===== src/rtl/rtc_alarm_pkg.sv =====
package rtc_alarm_pkg;

  localparam int DATA_W  = 8;
  localparam int FIELDS  = 4;
  localparam int SEL_W   = $clog2(FIELDS);
  localparam int MASK_B  = DATA_W - 1;

  // field indices; order used by wr_sel
  localparam int F_SEC  = 0;
  localparam int F_MIN  = 1;
  localparam int F_HOUR = 2;
  localparam int F_DAY  = 3;

  typedef enum logic [2:0] {
    RPT_MONTH,
    RPT_DAY,
    RPT_HOUR,
    RPT_MIN,
    RPT_SEC
  } rpt_e;

  function automatic int fld_bits(input int f);
    return (f == F_SEC || f == F_MIN) ? 7 : 6;
  endfunction

  function automatic int fld_lo(input int f);
    return (f == F_DAY) ? 1 : 0;
  endfunction

  function automatic int fld_hi(input int f);
    case (f)
      F_HOUR:  return 23;
      F_DAY:   return 31;
      default: return 59;
    endcase
  endfunction

  function automatic logic bcd_ok(input logic [6:0] v, input int lo, input int hi);
    int n;
    if (v[3:0] > 4'd9) return 1'b0;
    n = 32'(v[6:4]) * 10 + 32'(v[3:0]);
    return (n >= lo) && (n <= hi);
  endfunction

endpackage


===== src/rtl/alarm_field_reg.sv =====
module alarm_field_reg
  import rtc_alarm_pkg::*;
#(
  parameter int VAL_BITS = 7,
  parameter int MIN_VAL  = 0,
  parameter int MAX_VAL  = 59
) (
  input  logic              clk,
  input  logic              rst_n,
  input  logic              wr_en,
  input  logic [DATA_W-1:0] wr_data,
  output logic [DATA_W-1:0] q
);

  logic [6:0] val7;
  logic       in_range;

  always_comb begin
    val7     = 7'(wr_data[VAL_BITS-1:0]);
    in_range = bcd_ok(val7, MIN_VAL, MAX_VAL);
  end

  always_ff @(posedge clk) begin
    if (!rst_n)                q <= '0;
    else if (wr_en && in_range) q <= wr_data;
  end

  // bad BCD leaves the field alone
  p_reject_keeps_r2: assert property (@(posedge clk) disable iff (!rst_n)
    (wr_en && !in_range) |=> $stable(q));

  // good BCD lands whole byte
  p_accept_loads_r3: assert property (@(posedge clk) disable iff (!rst_n)
    (wr_en && in_range) |=> (q == $past(wr_data)));

endmodule


===== src/rtl/alarm_repeat_decode.sv =====
module alarm_repeat_decode
  import rtc_alarm_pkg::*;
(
  input  logic [FIELDS-1:0] mask,
  output rpt_e              rate,
  output logic [FIELDS-1:0] cmp_en
);

  // mask index order: [3]=day [2]=hour [1]=min [0]=sec
  always_comb begin
    case (mask)
      4'b0000: begin rate = RPT_MONTH; cmp_en = 4'b1111; end
      4'b1000: begin rate = RPT_DAY;   cmp_en = 4'b0111; end
      4'b1100: begin rate = RPT_HOUR;  cmp_en = 4'b0011; end
      4'b1110: begin rate = RPT_MIN;   cmp_en = 4'b0001; end
      default: begin rate = RPT_SEC;   cmp_en = 4'b0000; end
    endcase
  end

endmodule


===== src/rtl/alarm_match_core.sv =====
module alarm_match_core
  import rtc_alarm_pkg::*;
(
  input  logic                          clk,
  input  logic                          rst_n,
  input  logic                          tick,
  input  logic [FIELDS-1:0][DATA_W-1:0] alarm_q,
  input  logic [FIELDS-1:0][DATA_W-1:0] now_t,
  input  logic [FIELDS-1:0]             cmp_en,
  output logic                          irq
);

  logic [FIELDS-1:0] field_eq;
  logic              hit;

  for (genvar g = 0; g < FIELDS; g++) begin : g_cmp
    localparam logic [DATA_W-1:0] VMASK = DATA_W'((1 << fld_bits(g)) - 1);
    assign field_eq[g] = ((alarm_q[g] & VMASK) == (now_t[g] & VMASK));
  end

  assign hit = &(field_eq | ~cmp_en);

  always_ff @(posedge clk) begin
    if (!rst_n) irq <= 1'b0;
    else        irq <= tick && hit;
  end

  // pulse only follows a tick
  p_irq_needs_tick_r10: assert property (@(posedge clk) disable iff (!rst_n)
    irq |-> $past(tick));

  // nothing to compare means every tick fires
  p_free_fires_r8: assert property (@(posedge clk) disable iff (!rst_n)
    (tick && cmp_en == '0) |=> irq);

  // reset holds the output low
  p_reset_low_r11: assert property (@(posedge clk)
    !rst_n |=> !irq);

endmodule


===== src/rtl/rtc_alarm_match.sv =====
module rtc_alarm_match
  import rtc_alarm_pkg::*;
(
  input  logic        clk,
  input  logic        rst_n,
  input  logic        wr_valid,
  output logic        wr_ready,
  input  logic [1:0]  wr_sel,
  input  logic [7:0]  wr_data,
  input  logic        tick_1s,
  input  logic [7:0]  now_sec,
  input  logic [7:0]  now_min,
  input  logic [7:0]  now_hour,
  input  logic [7:0]  now_date,
  output logic        alarm_irq
);

  logic [FIELDS-1:0][DATA_W-1:0] alarm_q;
  logic [FIELDS-1:0][DATA_W-1:0] now_t;
  logic [FIELDS-1:0]             mask;
  logic [FIELDS-1:0]             cmp_en;
  rpt_e                          rate;

  assign wr_ready = 1'b1;

  assign now_t[F_SEC]  = now_sec;
  assign now_t[F_MIN]  = now_min;
  assign now_t[F_HOUR] = now_hour;
  assign now_t[F_DAY]  = now_date;

  for (genvar g = 0; g < FIELDS; g++) begin : g_fld
    alarm_field_reg #(
      .VAL_BITS (fld_bits(g)),
      .MIN_VAL  (fld_lo(g)),
      .MAX_VAL  (fld_hi(g))
    ) u_reg (
      .clk     (clk),
      .rst_n   (rst_n),
      .wr_en   (wr_valid && (wr_sel == SEL_W'(g))),
      .wr_data (wr_data),
      .q       (alarm_q[g])
    );
    assign mask[g] = alarm_q[g][MASK_B];
  end

  alarm_repeat_decode u_dec (
    .mask   (mask),
    .rate   (rate),
    .cmp_en (cmp_en)
  );

  alarm_match_core u_core (
    .clk     (clk),
    .rst_n   (rst_n),
    .tick    (tick_1s),
    .alarm_q (alarm_q),
    .now_t   (now_t),
    .cmp_en  (cmp_en),
    .irq     (alarm_irq)
  );

  // never back-pressures
  p_ready_high_r1: assert property (@(posedge clk) disable iff (!rst_n)
    wr_ready);

  // a monthly setting compares every field
  p_month_all_r5: assert property (@(posedge clk) disable iff (!rst_n)
    (rate == RPT_MONTH) |-> (cmp_en == '1));

endmodule


===== config.mk =====
export PLATFORM = sky130hd
export DESIGN_NAME = rtc_alarm_match
export DESIGN_NICKNAME = d
export VERILOG_FILES = /design/src/rtl/rtc_alarm_pkg.sv /design/src/rtl/alarm_field_reg.sv /design/src/rtl/alarm_repeat_decode.sv /design/src/rtl/alarm_match_core.sv /design/src/rtl/rtc_alarm_match.sv
export SDC_FILE = /design/constraint.sdc
export NUM_CORES = 1
export LEC_CHECK = 0
export ABC_CLOCK_PERIOD_IN_PS = 3000
export BUFFER_PORTS_ARGS = -buffer_cell sky130_fd_sc_hd__buf_2
export CAP_MARGIN = 20
export CORE_MARGIN = 1
export CORE_UTILIZATION = 51
export DETAILED_ROUTE_END_ITERATION = 7
export PLACE_DENSITY = 0.88
export SLEW_MARGIN = 5
export SYNTH_ARGS = -nofsm -noshare
export SYNTH_HDL_FRONTEND = slang
export SYNTH_SLANG_ARGS = --single-unit
export TNS_END_PERCENT = 20

===== constraint.sdc =====
create_clock -name clk -period 3 [get_ports clk]
set_input_delay 0.3 -clock clk [delete_from_list [all_inputs] [get_ports clk]]
set_output_delay 0.3 -clock clk [all_outputs]
set_load 0.02 [all_outputs]

* After elaboration in Yosys (flattened, before gate mapping) *
Index checks and enable logic that the tools add are counted.

storage, ports and cells
  logic and storage cells = 49
  output and inout bits = 2
  bits of input ports = 46
  register bits = 33

cells by class
  multiplexer cells = 6
  multiply operators = 2
  equal/unequal tests = 10
  add/subtract/negate cells = 2
  reduce and logical (&&, ||, !) cells = 15
  order comparisons = 7
  bitwise logic cells = 2

operator list
  operator                                                                           count
  32-bit by 1-bit >= comparator with 1-bit output, second input constant             2
  32-bit by 6-bit less-or-equal comparator with 1-bit output, second input constant  2
  32-bit by 2-bit >= comparator with 1-bit output, second input constant             1
  32-bit by 7-bit less-or-equal comparator with 1-bit output, second input constant  1
  4-bit case mux with 4 select lines                                                 1
  7-bit == test                                                                      2
  4-bit == test, second input constant                                               3
  6-bit == test                                                                      2
  1-bit logical AND                                                                  12
  7-bit by 4-bit adder with 8-bit output                                             1
  6-bit by 4-bit adder with 7-bit output                                             1
  3-bit by 3-bit multiplier with 6-bit output, second input constant                 1
  2-bit by 3-bit multiplier with 5-bit output, second input constant                 1
  1-bit 2-to-1 mux                                                                   5
  2-bit == test, second input constant                                               2
  4-bit greater-than comparator, second input constant                               1
  4-bit logical NOT                                                                  1
  4-bit NOT                                                                          1
  4-bit bitwise OR                                                                   1
  4-bit AND reduction                                                                1
  2-bit by 1-bit == test with 1-bit output, second input constant                    1
  2-bit logical NOT                                                                  1

* Logic depth before layout (Yosys ltp) *
  depth in word-level cells = 6
  depth in mapped cells = 9
  mapped depth without buffers = 8

* Hierarchy *
From an unflattened synthesis, not the netlist that was laid out.

second synthesis, totals
  cell total of the unflattened synthesis = 265
  area total of the unflattened synthesis = 2421.1 um^2

by module, submodules not included
  module                                 instances  cells each  area an instance (um^2)  seq. area each (um^2)
  alarm_field_reg at g_fld[0].u_reg ...  2          56          524.3                    160.2
  alarm_field_reg at g_fld[3].u_reg      1          49          462.9                    160.2
  alarm_field_reg at g_fld[2].u_reg      1          50          450.4                    160.2
  alarm_match_core                       1          38          339.1                    20.0
  alarm_repeat_decode                    1          10          71.3                     0.0
  rtc_alarm_match                        1          6           48.8                     0.0

* Least setup slack after synthesis *
Ideal clock, no wire load.

  kind = input to register
  from = input wr_data[4]
  to = register g_fld[1].u_reg.q[0]
  stages = 8
  library setup time = 72 ps
  slack = 773 ps
  arrival time = 2155 ps
  buffers on the path = 1
  data required time = 2928 ps
  path through = ha_1 ha_1 a21o_1 o311ai_1 a32oi_1 nor4bb_1 buf_4 mux2i_1

on the way
  cells in the longest elaborated chain, start to end = 6

RTL lines
  element                                                                                                                        RTL line               source
  from (decl)                                                                                                                    rtc_alarm_match.sv:9   input logic [7:0] wr_data,
  3-bit by 3-bit multiplier with 6-bit output (*)                                                                                rtc_alarm_pkg.sv:41    n = 32'(v[6:4]) * 10 + 32'(v[3:0]);
  7-bit by 4-bit adder with 8-bit output (*)                                                                                     rtc_alarm_pkg.sv:41
  32-bit by 1-bit >= comparator with 1-bit output or 32-bit by 7-bit less-or-equal comparator with 1-bit output (tied branches)  rtc_alarm_pkg.sv:42    return (n >= lo) && (n <= hi);
  1-bit logical AND (*)                                                                                                          rtc_alarm_pkg.sv:42
  1-bit 2-to-1 mux (*)                                                                                                           rtc_alarm_pkg.sv:41
  1-bit logical AND (*)                                                                                                          alarm_field_reg.sv:25  else if (wr_en && in_range) q <= wr_data;
  to (signal assigned)                                                                                                           alarm_field_reg.sv:25
  to (decl)                                                                                                                      alarm_field_reg.sv:12  output logic [DATA_W-1:0] q

Every way passes the cells marked *; elsewhere a longest branch is shown, timed or not.
A chain may end at the register's enable or synchronous reset.

* Final worst setup path *
  from = input wr_data[4]
  to = register g_fld[1].u_reg.q[5]

Same word-level chain as after synthesis.

==> implementation parameters <==
Parameter                              Value

Pwr
  Overall power of the completed layout ... 803.1 uW
  Largest voltage drop on the vdd net ... 0.1476 mV
  Internal Pwr Total ... 582.6 uW
  Leakage dissipation ... 0.0009248 uW
  Flop pwr share ... 53.5%
  Switching power ... 220.4 uW
  Part of the total power dissipated in the clock network ... 25.9%
  P per Cell Area ... 388.3 nW/um^2
  Switch share ... 27.45%
  Combinational share of power ... 20.6%

Synth
  Ys Warns ... 0
  Gate Count Post-Synth ... 191
  Number of enable flip-flop cells after synthesis ... 0
  Mean instance size in the synthesized netlist ... 9.374 sq um
  Netlist area before placement ... 1790 sq um
  Syn nets ... 246
  #FFs+latches synth ... 31
  Synth unique cells ... 39
  Top FF cell, synth ... sky130_fd_sc_hd__dfxtp_1
  Async set-reset flop share out of synthesis ... 0%
  Sequential area share after synthesis ... 34.66%

STA
  Final Max Tran Viols ... 0
  Upper clock frequency limit ... 441.5 MHz
  Transition time at the pin with the least slew margin ... 0.6489 ns
  Max-slew headroom at the worst pin ... 56.74%
  Setup TNS ... 0 ns
  Fin. Hold Viols ... 0
  Portion of the clock cycle consumed by the worst path in the final layout ... 75.50%
  Setup repair after global routing missed its margin ... false
  Total setup violations reported at the end of the flow ... 0
  Min Clock Period, post-route ... 2.265 ns
  Maximum clock skew at final layout ... 0.005309 ns

Die
  Top-level I/O count ... 48
  Effective utilization at floorplan ... 53.66%
  Die height ... 61.25 um
  Number of standard-cell rows in the floorplan ... 21
  Core footprint ... 3337 sq um
  Chip Width ... 61.25 um
  Full die area ... 3752 sq um

Global route
  First-pass GRT wire length ... 5775 um
  Overflow after GRT ... 0
  Combined global-route utilization of all metal layers ... 21.19%
  Pin count of the biggest net entering global routing ... 40
  Vias in the first global route ... 1387
  Initial antenna violation count ... 0

Clocking
  Number of clock sinks ... 31
  H-tree level count ... 2
  Post-CTS Repair Setup Buffers ... 0
  TritonCTS clock tree ... done
  Post-cts gate resize count ... 0
  Clock insertion delay at the later pin of the skew report ... 0.32 ns
  Quantity of hold-fixing buffers added after cts ... 0
  Number of buffers on the longest clock path ... 2
  Clock tree root buffer cell ... sky130_fd_sc_hd__clkbuf_4
  CTS clk-pin slew, worst paths ... 0.09 ns
  TritonCTS Buffers ... 5

Worst setup path
  Signal arrival time at the worst endpoint ... 2.51 ns
  Required time of the critical path ... 3.25 ns
  Crit-path cells ... buf_2 > ha_1 > fa_1 > xor2_1 > a41oi_1 > a32oi_1 > nor4bb_2 > buf_4 > mux2i_1
  Cell family with most CP delay ... adder cells
  Worst path slowest cell ... sky130_fd_sc_hd__fa_1
  Critical Setup Path Class ... primary input to flip-flop
  Type of element capturing the critical path ... flip-flop
  Critical Path Fanout Max ... 8
  Bufs and invs on worst path ... 2
  Crit start category ... primary input
  Delay of the slowest critical-path stage ... 0.49 ns

Cells and area
  Proportion of layout cells with a drive suffix above 1 ... 21.65%
  Area of the multi-input gates ... 1130 sq um
  Summed area of non-filler cells in the final layout ... 2068 sq um
  Final standard cell utilization of the core ... 61.98%
  P&R area growth vs syn ... 15.51%
  Fillers ... 286
  Number of antenna cells inserted ... 0
  Area occupied by registers ... 620.6 sq um
  Count of non-filler cells in the finished layout ... 277
  Net count reported at finish ... 287

Placed design
  Number of placed instances with taps included ... 271
  RD Place Congestion ... 0.9168
  Placed instance area ... 2027 sq um
  Post-detailed-placement half-perimeter wirelength ... 2778 um
  Number of input and output port buffers inserted ... 40

Detailed routing
  Routed via count ... 1503
  Routed wire length ... 3618 um
  Starting DRC count in detailed routing ... 47
  Average vias per placed instance ... 5.426
  Highest metal layer with signal wires ... met4
  Post-route ant nets ... 0
  DR WL met3 ... 170 um
  Routed metal-1 wire length ... 1663 um
  Number of iterations in the first detailed-routing pass ... 4
  Detailed-routed wire length on met2 ... 1733 um
  Number of DRC violations after detailed routing ... 0
  Detail-routed net length per standard cell ... 13.06 um

Run status
  Run status ... complete, no violations

Min path
  Class of the tightest hold or removal check ... primary input to flip-flop

Job
  Number of maximum-capacitance constraint violations ... 0
[cell usage in the layout (no fill, tap or decap), drive strengths merged, types with 2 or more instances in the layout]
cell type / netlist / layout
mux2i: 30 / 30
xor2: 11 / 11
nand2: 43 / 43
nand3: 3 / 3
nand4: 2 / 2
and2: 2 / 2
a21oi: 2 / 2
xnor2: 18 / 18
o21ai: 2 / 2
nor3: 3 / 3
buf: 4 / 42
a32oi: 2 / 2
ha: 8 / 8
nor4: 2 / 2
clkbuf: 4 / 6
a21o: 4 / 4
dfxtp: 31 / 31
[final cells by class]
type                    count  area share [%]
clock buffers               6           1.996
inverters                   1          0.1815
multi-input cells         151           54.63
flip-flops and latches     31           30.01
well taps                  46           2.783
repair buffers             42           10.41
[layer usage]
metal | vias up | track usage [%]
li1 | 750 | -
met1 | 704 | 25.95
met2 | 42 | 35.87
met3 | 7 | 4.622
met4 | 0 | 9.091
met5 | - | 0
[power groups by stage]
stage	Sequential, uW	Clock [uW]	Combinational (uW)
floorplan	438	0	109
global placement	439	0	159
detailed placement	439	0	164
CTS	430	212	165
global route	431	228	184
finish	429	208	166
[stage by stage]
| stage | hold slack, ns | setup slack (ns) |
|---|---|---|
| floorplan | 0.4263 | 0.7732 |
| global placement | 0.4555 | 0.4934 |
| detailed placement | 0.4601 | 0.4415 |
| CTS | 0.1942 | 0.7585 |
| global route | 0.1870 | 0.5827 |
| finish | 0.1963 | 0.7351 |
[path summary, 6_finish.rpt]
kind / start / to / slack [ns] / cells after the start
setup reg to reg: g_fld[3].u_reg.q[0] / u_core.irq / 1.70 / 5
setup / recovery: wr_data[4] / g_fld[1].u_reg.q[5] / 0.74 / 9
hold / removal: tick_1s / u_core.irq / 0.20 / 3
hold reg to reg: g_fld[1].u_reg.q[4] / g_fld[1].u_reg.q[4] / 0.47 / 2
[registers in the layout (all words and copies together) (netlist names)]
| register | flops |
|---|---|
| g_fld.u_reg.q | 30 |
| u_core.irq | 1 |
[synthesized netlist by cell type, drive strengths merged, types with 2 or more instances]
library cell  instances  area [sq um]
xnor2                18         157.7
buf                   4         27.52
nand3                 3         15.01
mux2i                30         300.3
dfxtp                31         620.6
a21o                  4         30.03
o21ai                 2         13.76
a21oi                 2         10.01
nand4                 2         12.51
ha                    8         100.1
nor4                  2         12.51
nand2                43         161.4
clkbuf                4         15.01
xor2                 11         96.34
and2                  2         12.51
a32oi                 2         17.52
nor3                  3         15.01
[logic make-up after synthesis]
kind of cell,Yosys count,share of synthesized area [%]
AOI/OAI and AO/OA,20,8.457
buffers and inverters,9,2.585
other,1,0.2094
DFF,31,34.66
xor gates and xnor gates,29,14.19
adders and majority gates,9,6.709
and+or+nand+nor,62,16.42
muxes,30,16.77
[tightest hold or removal path: stages]
cell                       delay, ns
sky130_fd_sc_hd__buf_2          0.09
sky130_fd_sc_hd__nand2_1        0.04
sky130_fd_sc_hd__a211oi_1       0.04
(Power assumes the default switching activity.)
